**config.mk**
```make
export PLATFORM = sky130hd
export DESIGN_NAME = jtag_dr_bus_access
export DESIGN_NICKNAME = d
export VERILOG_FILES = /design/src/rtl/jdr_pkg.sv /design/src/rtl/jdr_scan_path.sv /design/src/rtl/jdr_lane.sv /design/src/rtl/jdr_bus_ctrl.sv /design/src/rtl/jtag_dr_bus_access.sv
export SDC_FILE = /design/constraint.sdc
export NUM_CORES = 1
export LEC_CHECK = 0
export BUFFER_PORTS_ARGS = -buffer_cell sky130_fd_sc_hd__buf_2
export CORE_UTILIZATION = 50
export DETAILED_ROUTE_END_ITERATION = 16
export GPL_TIMING_DRIVEN = 0
export PLACE_DENSITY_LB_ADDON = 0.1
export SETUP_SLACK_MARGIN = 0.1
export SYNTH_ARGS = -nofsm -noshare
export SYNTH_HDL_FRONTEND = slang
export SYNTH_SLANG_ARGS = --single-unit
```
**constraint.sdc**
```tcl
create_clock -name clk -period 3.95 [get_ports clk]
set_clock_uncertainty 0.2 [all_clocks]
set_input_delay 0.395 -clock clk [delete_from_list [all_inputs] [get_ports clk]]
set_output_delay 0.395 -clock clk [all_outputs]
set_load 0.005 [all_outputs]
```
**src/rtl/jdr_pkg.sv**
```systemverilog
package jdr_pkg;
    localparam int DATA_W = 32;
    localparam int ADDR_W = 32;
    localparam int SCAN_W = DATA_W + 1;
    localparam int STEP   = DATA_W / 8;

    typedef enum logic [1:0] {
        SZ_BYTE = 2'd0,
        SZ_HALF = 2'd1,
        SZ_WORD = 2'd2,
        SZ_RSVD = 2'd3
    } size_e;
endpackage

```
**src/rtl/jdr_scan_path.sv**
```systemverilog
module jdr_scan_path
    import jdr_pkg::*;
(
    input  logic              clk,
    input  logic              rst_n,
    input  logic              capture,
    input  logic              shift,
    input  logic              tdi,
    input  logic [DATA_W-1:0] cap_data,
    output logic [SCAN_W-1:0] path,
    output logic              tdo
);
    typedef struct packed {
        logic [SCAN_W-1:0] sr;
    } scan_s;

    scan_s s_d, s_q;

    always_comb begin
        s_d = s_q;
        if (capture) begin
            s_d.sr = {1'b0, cap_data};
        end else if (shift) begin
            s_d.sr = {tdi, s_q.sr[SCAN_W-1:1]};
        end
    end

    always_ff @(posedge clk or negedge rst_n) begin
        if (!rst_n) s_q <= '0;
        else        s_q <= s_d;
    end

    assign path = s_q.sr;
    assign tdo  = s_q.sr[0];

    // serial input lands at the top bit
    p_shift_in_r2: assert property (@(posedge clk) disable iff (!rst_n)
        (shift && !capture) |=> (path[SCAN_W-1] == $past(tdi)));
    // previous bit 1 becomes the new output bit
    p_shift_out_r2: assert property (@(posedge clk) disable iff (!rst_n)
        (shift && !capture) |=> (tdo == $past(path[1])));
    // capture clears the streaming flag
    p_capture_flag_r2: assert property (@(posedge clk) disable iff (!rst_n)
        capture |=> (path[SCAN_W-1] == 1'b0));
endmodule

```
**src/rtl/jdr_lane.sv**
```systemverilog
module jdr_lane
    import jdr_pkg::*;
(
    input  size_e             size,
    input  logic [1:0]        offset,
    input  logic [DATA_W-1:0] host_wdata,
    output logic [DATA_W-1:0] lane_wdata,
    input  logic [DATA_W-1:0] lane_rdata,
    output logic [DATA_W-1:0] host_rdata
);
    logic [4:0] byte_sh;
    logic [4:0] half_sh;

    always_comb begin
        byte_sh = {2'd3 - offset, 3'b000};
        half_sh = offset[1] ? 5'd0 : 5'd16;
        case (size)
            SZ_BYTE: begin
                lane_wdata = {24'd0, host_wdata[7:0]} << byte_sh;
                host_rdata = (lane_rdata >> byte_sh) & 32'h0000_00FF;
            end
            SZ_HALF: begin
                lane_wdata = {16'd0, host_wdata[15:0]} << half_sh;
                host_rdata = (lane_rdata >> half_sh) & 32'h0000_FFFF;
            end
            default: begin
                lane_wdata = host_wdata;
                host_rdata = lane_rdata;
            end
        endcase
    end

    // a byte write touches exactly one lane
    always_comb begin
        if (size == SZ_BYTE) begin
            a_byte_lane_r5: assert ((lane_wdata & ~(32'hFF << byte_sh)) == '0);
        end
    end
endmodule

```
**src/rtl/jdr_bus_ctrl.sv**
```systemverilog
module jdr_bus_ctrl
    import jdr_pkg::*;
(
    input  logic              clk,
    input  logic              rst_n,
    input  logic              cmd_load,
    input  logic [ADDR_W-1:0] cmd_addr,
    input  logic              cmd_write,
    input  logic [1:0]        cmd_size,
    input  logic              upd,
    input  logic [SCAN_W-1:0] upd_path,
    output logic [DATA_W-1:0] sel_data,
    input  logic [DATA_W-1:0] packed_wdata,
    input  logic [DATA_W-1:0] extracted_rdata,
    output size_e             cur_size,
    output logic [1:0]        cur_offset,
    output logic [DATA_W-1:0] last_rdata,
    output logic              bus_req,
    output logic              bus_write,
    output logic [1:0]        bus_size,
    output logic [ADDR_W-1:0] bus_addr,
    output logic [DATA_W-1:0] bus_wdata,
    input  logic              bus_ack
);
    typedef struct packed {
        logic              req;
        logic              write;
        size_e             size;
        logic [ADDR_W-1:0] addr;
        logic [DATA_W-1:0] wdata;
        logic              wseq;
        logic              pend;
        logic [DATA_W-1:0] pend_data;
        logic              pend_seq;
        logic [DATA_W-1:0] rdata;
    } ctrl_s;

    ctrl_s c_d, c_q;
    logic  go;
    logic  go_seq;

    always_comb begin
        sel_data = c_q.pend ? c_q.pend_data : upd_path[DATA_W-1:0];
        go_seq   = c_q.pend ? c_q.pend_seq  : upd_path[SCAN_W-1];
        go       = !c_q.req && !cmd_load && (upd || c_q.pend);
    end

    always_comb begin
        c_d = c_q;
        if (c_q.req) begin
            if (bus_ack) begin
                c_d.req = 1'b0;
                if (c_q.write) begin
                    if (c_q.wseq) c_d.addr = c_q.addr + ADDR_W'(STEP);
                end else begin
                    c_d.rdata = extracted_rdata;
                end
            end
            if (upd) begin
                c_d.pend      = 1'b1;
                c_d.pend_data = upd_path[DATA_W-1:0];
                c_d.pend_seq  = upd_path[SCAN_W-1];
            end
        end else if (cmd_load) begin
            c_d.addr  = cmd_addr;
            c_d.write = cmd_write;
            c_d.size  = size_e'(cmd_size);
            c_d.req   = !cmd_write;
            c_d.pend  = 1'b0;
        end else if (go) begin
            c_d.pend = 1'b0;
            if (c_q.write) begin
                c_d.req   = 1'b1;
                c_d.wdata = packed_wdata;
                c_d.wseq  = go_seq;
            end else if (go_seq) begin
                c_d.addr = c_q.addr + ADDR_W'(STEP);
                c_d.req  = 1'b1;
            end
        end
    end

    always_ff @(posedge clk or negedge rst_n) begin
        if (!rst_n) c_q <= '0;
        else        c_q <= c_d;
    end

    assign cur_size   = c_q.size;
    assign cur_offset = c_q.addr[1:0];
    assign last_rdata = c_q.rdata;
    assign bus_req    = c_q.req;
    assign bus_write  = c_q.write;
    assign bus_size   = c_q.size;
    assign bus_addr   = c_q.addr;
    assign bus_wdata  = c_q.wdata;

    // request fields hold while waiting
    p_req_hold_r12: assert property (@(posedge clk) disable iff (!rst_n)
        (bus_req && !bus_ack) |=> (bus_req && $stable(bus_addr) && $stable(bus_wdata)
                                   && $stable(bus_write) && $stable(bus_size)));
    // streamed write steps the address on acknowledge
    p_write_step_r8: assert property (@(posedge clk) disable iff (!rst_n)
        (bus_req && bus_write && bus_ack && c_q.wseq)
        |=> (bus_addr == $past(bus_addr) + ADDR_W'(STEP)));
    // streamed read update steps and requests immediately
    p_read_step_r9: assert property (@(posedge clk) disable iff (!rst_n)
        (go && !bus_write && go_seq)
        |=> (bus_req && bus_addr == $past(bus_addr) + ADDR_W'(STEP)));
    // non-streamed read update is idle
    p_read_quiet_r10: assert property (@(posedge clk) disable iff (!rst_n)
        (go && !bus_write && !go_seq) |=> (!bus_req && $stable(bus_addr)));
    // a held update is consumed as soon as the port frees
    p_pend_served_r11: assert property (@(posedge clk) disable iff (!rst_n)
        (c_q.pend && !bus_req && !cmd_load) |=> !c_q.pend);
    // only one update waits at a time (environment rule)
    p_single_pend_r11: assert property (@(posedge clk) disable iff (!rst_n)
        !(upd && c_q.pend));
    // read command raises a request next cycle
    p_read_cmd_r3: assert property (@(posedge clk) disable iff (!rst_n)
        (cmd_load && !bus_req && !cmd_write) |=> (bus_req && !bus_write));
endmodule

```
**src/rtl/jtag_dr_bus_access.sv**
```systemverilog
module jtag_dr_bus_access
    import jdr_pkg::*;
(
    input  logic        clk,
    input  logic        rst_n,
    input  logic        dr_capture,
    input  logic        dr_shift,
    input  logic        dr_update,
    input  logic        tdi,
    output logic        tdo,
    input  logic        cmd_load,
    input  logic [31:0] cmd_addr,
    input  logic        cmd_write,
    input  logic [1:0]  cmd_size,
    output logic        bus_req,
    output logic        bus_write,
    output logic [1:0]  bus_size,
    output logic [31:0] bus_addr,
    output logic [31:0] bus_wdata,
    input  logic [31:0] bus_rdata,
    input  logic        bus_ack
);
    logic [SCAN_W-1:0] path;
    logic [DATA_W-1:0] sel_data;
    logic [DATA_W-1:0] packed_wdata;
    logic [DATA_W-1:0] extracted_rdata;
    logic [DATA_W-1:0] last_rdata;
    size_e             cur_size;
    logic [1:0]        cur_offset;

    jdr_scan_path u_scan (
        .clk      (clk),
        .rst_n    (rst_n),
        .capture  (dr_capture),
        .shift    (dr_shift),
        .tdi      (tdi),
        .cap_data (last_rdata),
        .path     (path),
        .tdo      (tdo)
    );

    jdr_lane u_lane (
        .size       (cur_size),
        .offset     (cur_offset),
        .host_wdata (sel_data),
        .lane_wdata (packed_wdata),
        .lane_rdata (bus_rdata),
        .host_rdata (extracted_rdata)
    );

    jdr_bus_ctrl u_ctrl (
        .clk             (clk),
        .rst_n           (rst_n),
        .cmd_load        (cmd_load),
        .cmd_addr        (cmd_addr),
        .cmd_write       (cmd_write),
        .cmd_size        (cmd_size),
        .upd             (dr_update),
        .upd_path        (path),
        .sel_data        (sel_data),
        .packed_wdata    (packed_wdata),
        .extracted_rdata (extracted_rdata),
        .cur_size        (cur_size),
        .cur_offset      (cur_offset),
        .last_rdata      (last_rdata),
        .bus_req         (bus_req),
        .bus_write       (bus_write),
        .bus_size        (bus_size),
        .bus_addr        (bus_addr),
        .bus_wdata       (bus_wdata),
        .bus_ack         (bus_ack)
    );

    // strobes are exclusive (environment rule)
    p_strobe_excl_r2: assert property (@(posedge clk) disable iff (!rst_n)
        $countones({dr_capture, dr_shift, dr_update}) <= 1);
    // acknowledge only answers a live request (environment rule)
    p_ack_has_req_r12: assert property (@(posedge clk) disable iff (!rst_n)
        bus_ack |-> bus_req);
endmodule

```
Word-level counts from Yosys, hierarchy flattened

Cells that the tools add are included.

Muxes and demuxes: 25
$add $sub $neg: 2
Eq/ne operators: 6
Reductions and logical operators: 16
Shift-type cells: 4
Bitwise gates (word level): 3

Operators with widths:

| kind                  | count |
|---|---|
| $mux 32               | 8 |
| $pmux 32 s2           | 2 |
| $mux 33               | 3 |
| $mux 66               | 1 |
| $mux 34               | 1 |
| $add 32x3->32 const B | 1 |
| $shl 16x5->32         | 1 |
| $shl 8x5->32          | 1 |
| $shr 32x5->16         | 1 |
| $shr 32x5->8          | 1 |
| $mux 1                | 9 |
| $ne 2x2->1 const B    | 4 |
| $reduce_and 2->1      | 3 |
| $reduce_and 6->1      | 1 |
| $reduce_bool 3->1     | 2 |
| $mux 5                | 1 |
| $reduce_and 4->1      | 1 |
| $logic_not 1->1       | 3 |
| $ne 3x2->1 const B    | 1 |
| $not 1->1             | 3 |
| $reduce_and 3->1      | 1 |
| $eq 2x1->1 const B    | 1 |
| $logic_and 1x1->1     | 2 |
| $logic_not 2->1       | 1 |
| 3 further kinds       | 3 |

Output and inout bits: 69
Logic and storage cells: 67
Bits in registers: 168

Longest topological paths before layout

Depth after elaboration: 7
Depth in mapped cells: 9

Hierarchy

Synthesis repeated with hierarchy kept, for this count alone.

Cell total of the unflattened synthesis: 896
Area total of the unflattened synthesis: 9,561.7 sq um

By module, submodules not included:

| module        | instances | seq. area each (sq um) | cells an instance | area an instance (sq um) |
|---|---|---|---|---|
| jdr_bus_ctrl  | 1         | 3,378.2                | 619               | 7,079.3 |
| jdr_scan_path | 1         | 825.8                  | 143               | 1,552.7 |
| jdr_lane      | 1         | 0.0                    | 134               | 929.6 |

Worst setup path before layout

No wires, ideal clock.

Kind: register to register
Start: register u_ctrl.c_q (netlist bit u_ctrl.bus_addr[2])
End: register u_ctrl.c_q (netlist bit u_ctrl.bus_addr[28])
Clock period less this slack: 1.940 ns
Data required time: 3.681 ns
Stages on the path, launching flop included: 7
Path buffers: 0
Setup time: 0.069 ns
Path slack: 2.010 ns
Arrival time: 1.671 ns
Cells stage by stage: dfrtp_1 -> ha_1 -> nand4_2 -> nor3_2 -> nand3_1 -> or4_1 -> nand3_1

Cells in the longest elaborated chain, start to end: 6

RTL lines:

| item                   | RTL line                               | source |
|---|---|---|
| start, declared        | jdr_bus_ctrl.sv:38                     | `ctrl_s c_d, c_q;` |
| start signal, assigned | jdr_bus_ctrl.sv:84                     | `if (!rst_n) c_q <= '0;` |
| start signal, assigned | jdr_bus_ctrl.sv:85                     | `else c_q <= c_d;` |
| $add 32x3->32 (*)      | jdr_bus_ctrl.sv:54, jdr_bus_ctrl.sv:77 |  |
| $mux 32                | jdr_bus_ctrl.sv:76                     | `end else if (go_seq) begin` |
| $mux 32                | jdr_bus_ctrl.sv:72                     | `if (c_q.write) begin` |
| $mux 66                | jdr_bus_ctrl.sv:70                     | `end else if (go) begin` |
| $mux 32                | jdr_bus_ctrl.sv:64                     | `end else if (cmd_load) begin` |
| $mux 32 (*)            | jdr_bus_ctrl.sv:50                     | `if (c_q.req) begin` |

Mark *: on every way between the ends. The rest lies on a longest branch, timed or not. The select of a mux whose other input is x is not followed.
A chain may end at the register's enable or synchronous reset.

Worst setup path after layout

Start: register u_ctrl.c_q (netlist bit u_ctrl.bus_addr[1])
End: register u_ctrl.c_q (netlist bit u_ctrl.last_rdata[3])

Cells in the longest elaborated chain, start to end: 3

RTL lines:

| item                                          | RTL line                       | source |
|---|---|---|
| $sub 2x2->2 or $mux 5 (tied branches)         | jdr_lane.sv:15, jdr_lane.sv:16 |  |
| $shr 32x5->8 or $shr 32x5->16 (tied branches) | jdr_lane.sv:20, jdr_lane.sv:24 |  |
| $pmux 32 s2 (*)                               | jdr_lane.sv:17                 | `case (size)` |

Mark *: on every way between the ends. The rest lies on a longest branch, timed or not.

==> metrics <==
I/O pins=144; Tmin final=2540 ps; worst min path class=in -> reg; Synth Instances=929; synthesis-to-finish area growth=20.2%; routed len/inst=17.8 um; R2R depth=6; leak pwr=5.00 nW; Clock Path Buffers=2; initial antenna violation count=0; DRT iter0 DRCs=694; Layout Cells excl Fill=1350; P_sw=3.37 mW; # DRC=0; DRT Wirelength=24000 um; Yosys reg bits=168; Combinational Power Share=42.9%; max_slew headroom=56.3%; Detailed Place HPWL=17900 um; PD cells=777 nW/um2; RSZ-0062 raised after global routing=false; Setup crit end kind=flop; GR Overflow Total=0; Distinct cells, synth=57; number of max-cap violations=0; Clock Latency Late Sink=430 ps; clock share of power=18.9%; number of synthesized flops with an enable pin=0; nets=1188; Max FO, Critical Path=10; routability cong.=0.899; Synth warnings=0; layout cell share with drive strength beyond 1=29.5%; main flop type after synthesis=dfrtp_1; Final Max Slew Viols=0; port buffer count=141; Peak Freq=394 MHz; critical path type=reg -> reg; Vias=7641; Crit path arrival time=2700 ps; share of power burned in registers=38.2%; hold depth=3; dpl cells=1296; total chip power=8.36 mW; largest net degree at the start of global routing=108; most frequent cells in the layout=dfrtp_1, nand2_1, buf_2; # setup viols final=0; Initial Util=51.5%; internal cell power=4.99 mW; drt first pass iters=6; clk sinks=168; total CTS buffers=17; Mapped Nets=1005; status=finished, final reports clean; sequential area share after synthesis=46.9%; WP data required=4110 ps; n_diodes=0; CORE AREA=17400 um2; die height=136 um; Clk pin slew, worst setup/hold paths=70 ps; Tightest Pin Transition=648 ps; fin crit share=64.3%; Fin. Hold Viols=0; postcts setup bufs=0; # H-tree levels=4; Detail Route Antenna Nets=0; GRT Total Usage=27.0%; CTS tree=yes; clock root cell=clkbuf_16; vias in the first global route=6883; Fill cells=1544; die area=18500 um2; # rows=48; Post-synth ARST share=100%; Switching Fraction=40.3%; Die Wd=136 um; worst IR drop on VDD=366 uV; first-pass GRT wire length=37600 um; Startpoint Class=flop; syn avg cell area=9.65 um2; Post-Syn Area=8960 um2; via/cell ratio=5.66; commonest non-fill, non-tap cell in the layout=dfrtp_1
per-layer routing:
| layer | vias up | GRT usage [%] | routed length (um) |
|---|---|---|---|
| li1 | 3617 | - | - |
| met1 | 3652 | 40.0 | 11400 |
| met2 | 328 | 40.0 | 10500 |
| met3 | 44 | 4.18 | 1570 |
| met4 | 0 | 9.94 | 518 |
| met5 | - | 0 | 0 |
what timing repair did:
| item | CTS | global route |
|---|---|---|
| endpoints found under the hold margin | 82 | 0 |
| hold buffers | 22 | 0 |
| gates resized for setup | 0 | 0 |
| endpoints found under the setup margin | 0 | 0 |
flip-flops by register name, indices dropped and copies added (netlist names):
signal and flops:
u_ctrl.c_q 35, u_scan.path 33, u_ctrl.bus_addr 32, u_ctrl.bus_wdata 32
u_ctrl.last_rdata 32, u_ctrl.bus_size 2, u_ctrl.bus_req 1, u_ctrl.bus_write 1
per-stage QoR:
stage | cell area (um2) | utilization [%] | setup WS [ps] | hold slack, ps | setup TNS (ps)
CTS | 10800 | 61.8 | 1490 | 0.559 | 0
floorplan | 8960 | - | 2010 | -101 | 0
global placement | 9950 | 57.1 | -371 | 263 | -59050
finish | 10800 | 61.8 | 1410 | 8.29 | 0
global route | 10800 | 61.8 | 1250 | 5.01 | 0
detailed placement | 9990 | 57.3 | 1490 | 166 | 0
power by group through the flow:
stage	Combinational, mW	Clock (mW)	Sequential (mW)
after floorplan	2.51	0	2.97
after global placement	3.47	0	3.18
after detailed placement	3.53	0	3.21
after CTS	3.56	1.60	3.18
after global routing	3.94	1.68	3.31
final	3.59	1.58	3.19
area by class of cell:
cell class                      instances  area (um2)  area share [%]
Multi-Input combinational cell        630        3960            36.8
Inverter                                7        26.3           0.244
Buffer                                124         768            7.13
Sequential cell                       168        4200            39.0
Timing Repair Buffer                  164         963            8.95
Clock buffer                           17         425            3.95
Tap cell                              225         282            2.61
Clock inverter                         15         138            1.28
worst max-delay path, cell delays in order (launching register included):
cell and delay (ps):
dfrtp_1 490, inv_1 80, clkbuf_1 240, o21ai_0 600, clkbuf_1 490, a22oi_1 210
o21ai_0 170
cells in the mapped netlist (2+ instances only):
cell type | number | share of area [%]
nor4_1 | 9 | 0.63
and2_1 | 5 | 0.35
nand2_1 | 161 | 6.7
or2_2 | 2 | 0.14
nor3_1 | 8 | 0.45
nand4_1 | 10 | 0.70
dfrtp_1 | 168 | 47
o21ai_0 | 100 | 5.6
a21oi_1 | 19 | 1.1
nor2_1 | 31 | 1.3
mux2i_1 | 65 | 7.3
buf_1 | 5 | 0.21
or3_1 | 4 | 0.28
a22oi_2 | 2 | 0.28
nand2b_1 | 8 | 0.56
nand3_2 | 2 | 0.22
nand3b_1 | 2 | 0.17
a31oi_1 | 8 | 0.56
mux2_2 | 50 | 6.3
nand4_2 | 2 | 0.28
nor2_2 | 2 | 0.14
o21ai_1 | 33 | 1.8
inv_1 | 6 | 0.25
o22a_1 | 3 | 0.29
nand3_1 | 27 | 1.5
a22oi_1 | 28 | 2.3
nor4_2 | 2 | 0.28
clkbuf_1 | 32 | 1.3
o31a_1 | 5 | 0.49
o311ai_1 | 14 | 1.4
buf_4 | 75 | 6.3
a221o_1 | 3 | 0.34
buf_2 | 11 | 0.61
nor3_4 | 2 | 0.36
a32oi_1 | 2 | 0.20
nor2b_1 | 2 | 0.14
cells by family after synthesis:
| group | Yosys count | share of synthesized area [%] |
|---|---|---|
| adders and majority gates | 1 | 0.140 |
| and+or+nand+nor | 288 | 15.1 |
| buffers and inverters | 131 | 8.86 |
| muxes | 115 | 13.5 |
| AOI/OAI and AO/OA | 226 | 15.4 |
| DFF | 168 | 46.9 |
final timing paths:
kind                                             from               endpoint  slack (ps)
worst max-delay path               u_ctrl.bus_addr[1]   u_ctrl.last_rdata[3]        1410
worst min-delay path                      cmd_addr[5]     u_ctrl.bus_addr[5]           8
worst max register to register     u_ctrl.bus_addr[1]   u_ctrl.last_rdata[3]        1410
worst min register to register  u_ctrl.last_rdata[16]  u_ctrl.last_rdata[16]         280
max in group asynchronous                       rst_n     u_ctrl.bus_addr[0]        2390
min in group asynchronous                       rst_n    u_ctrl.bus_wdata[5]         300
No activity file was read; power rests on OpenSTA's default activity.
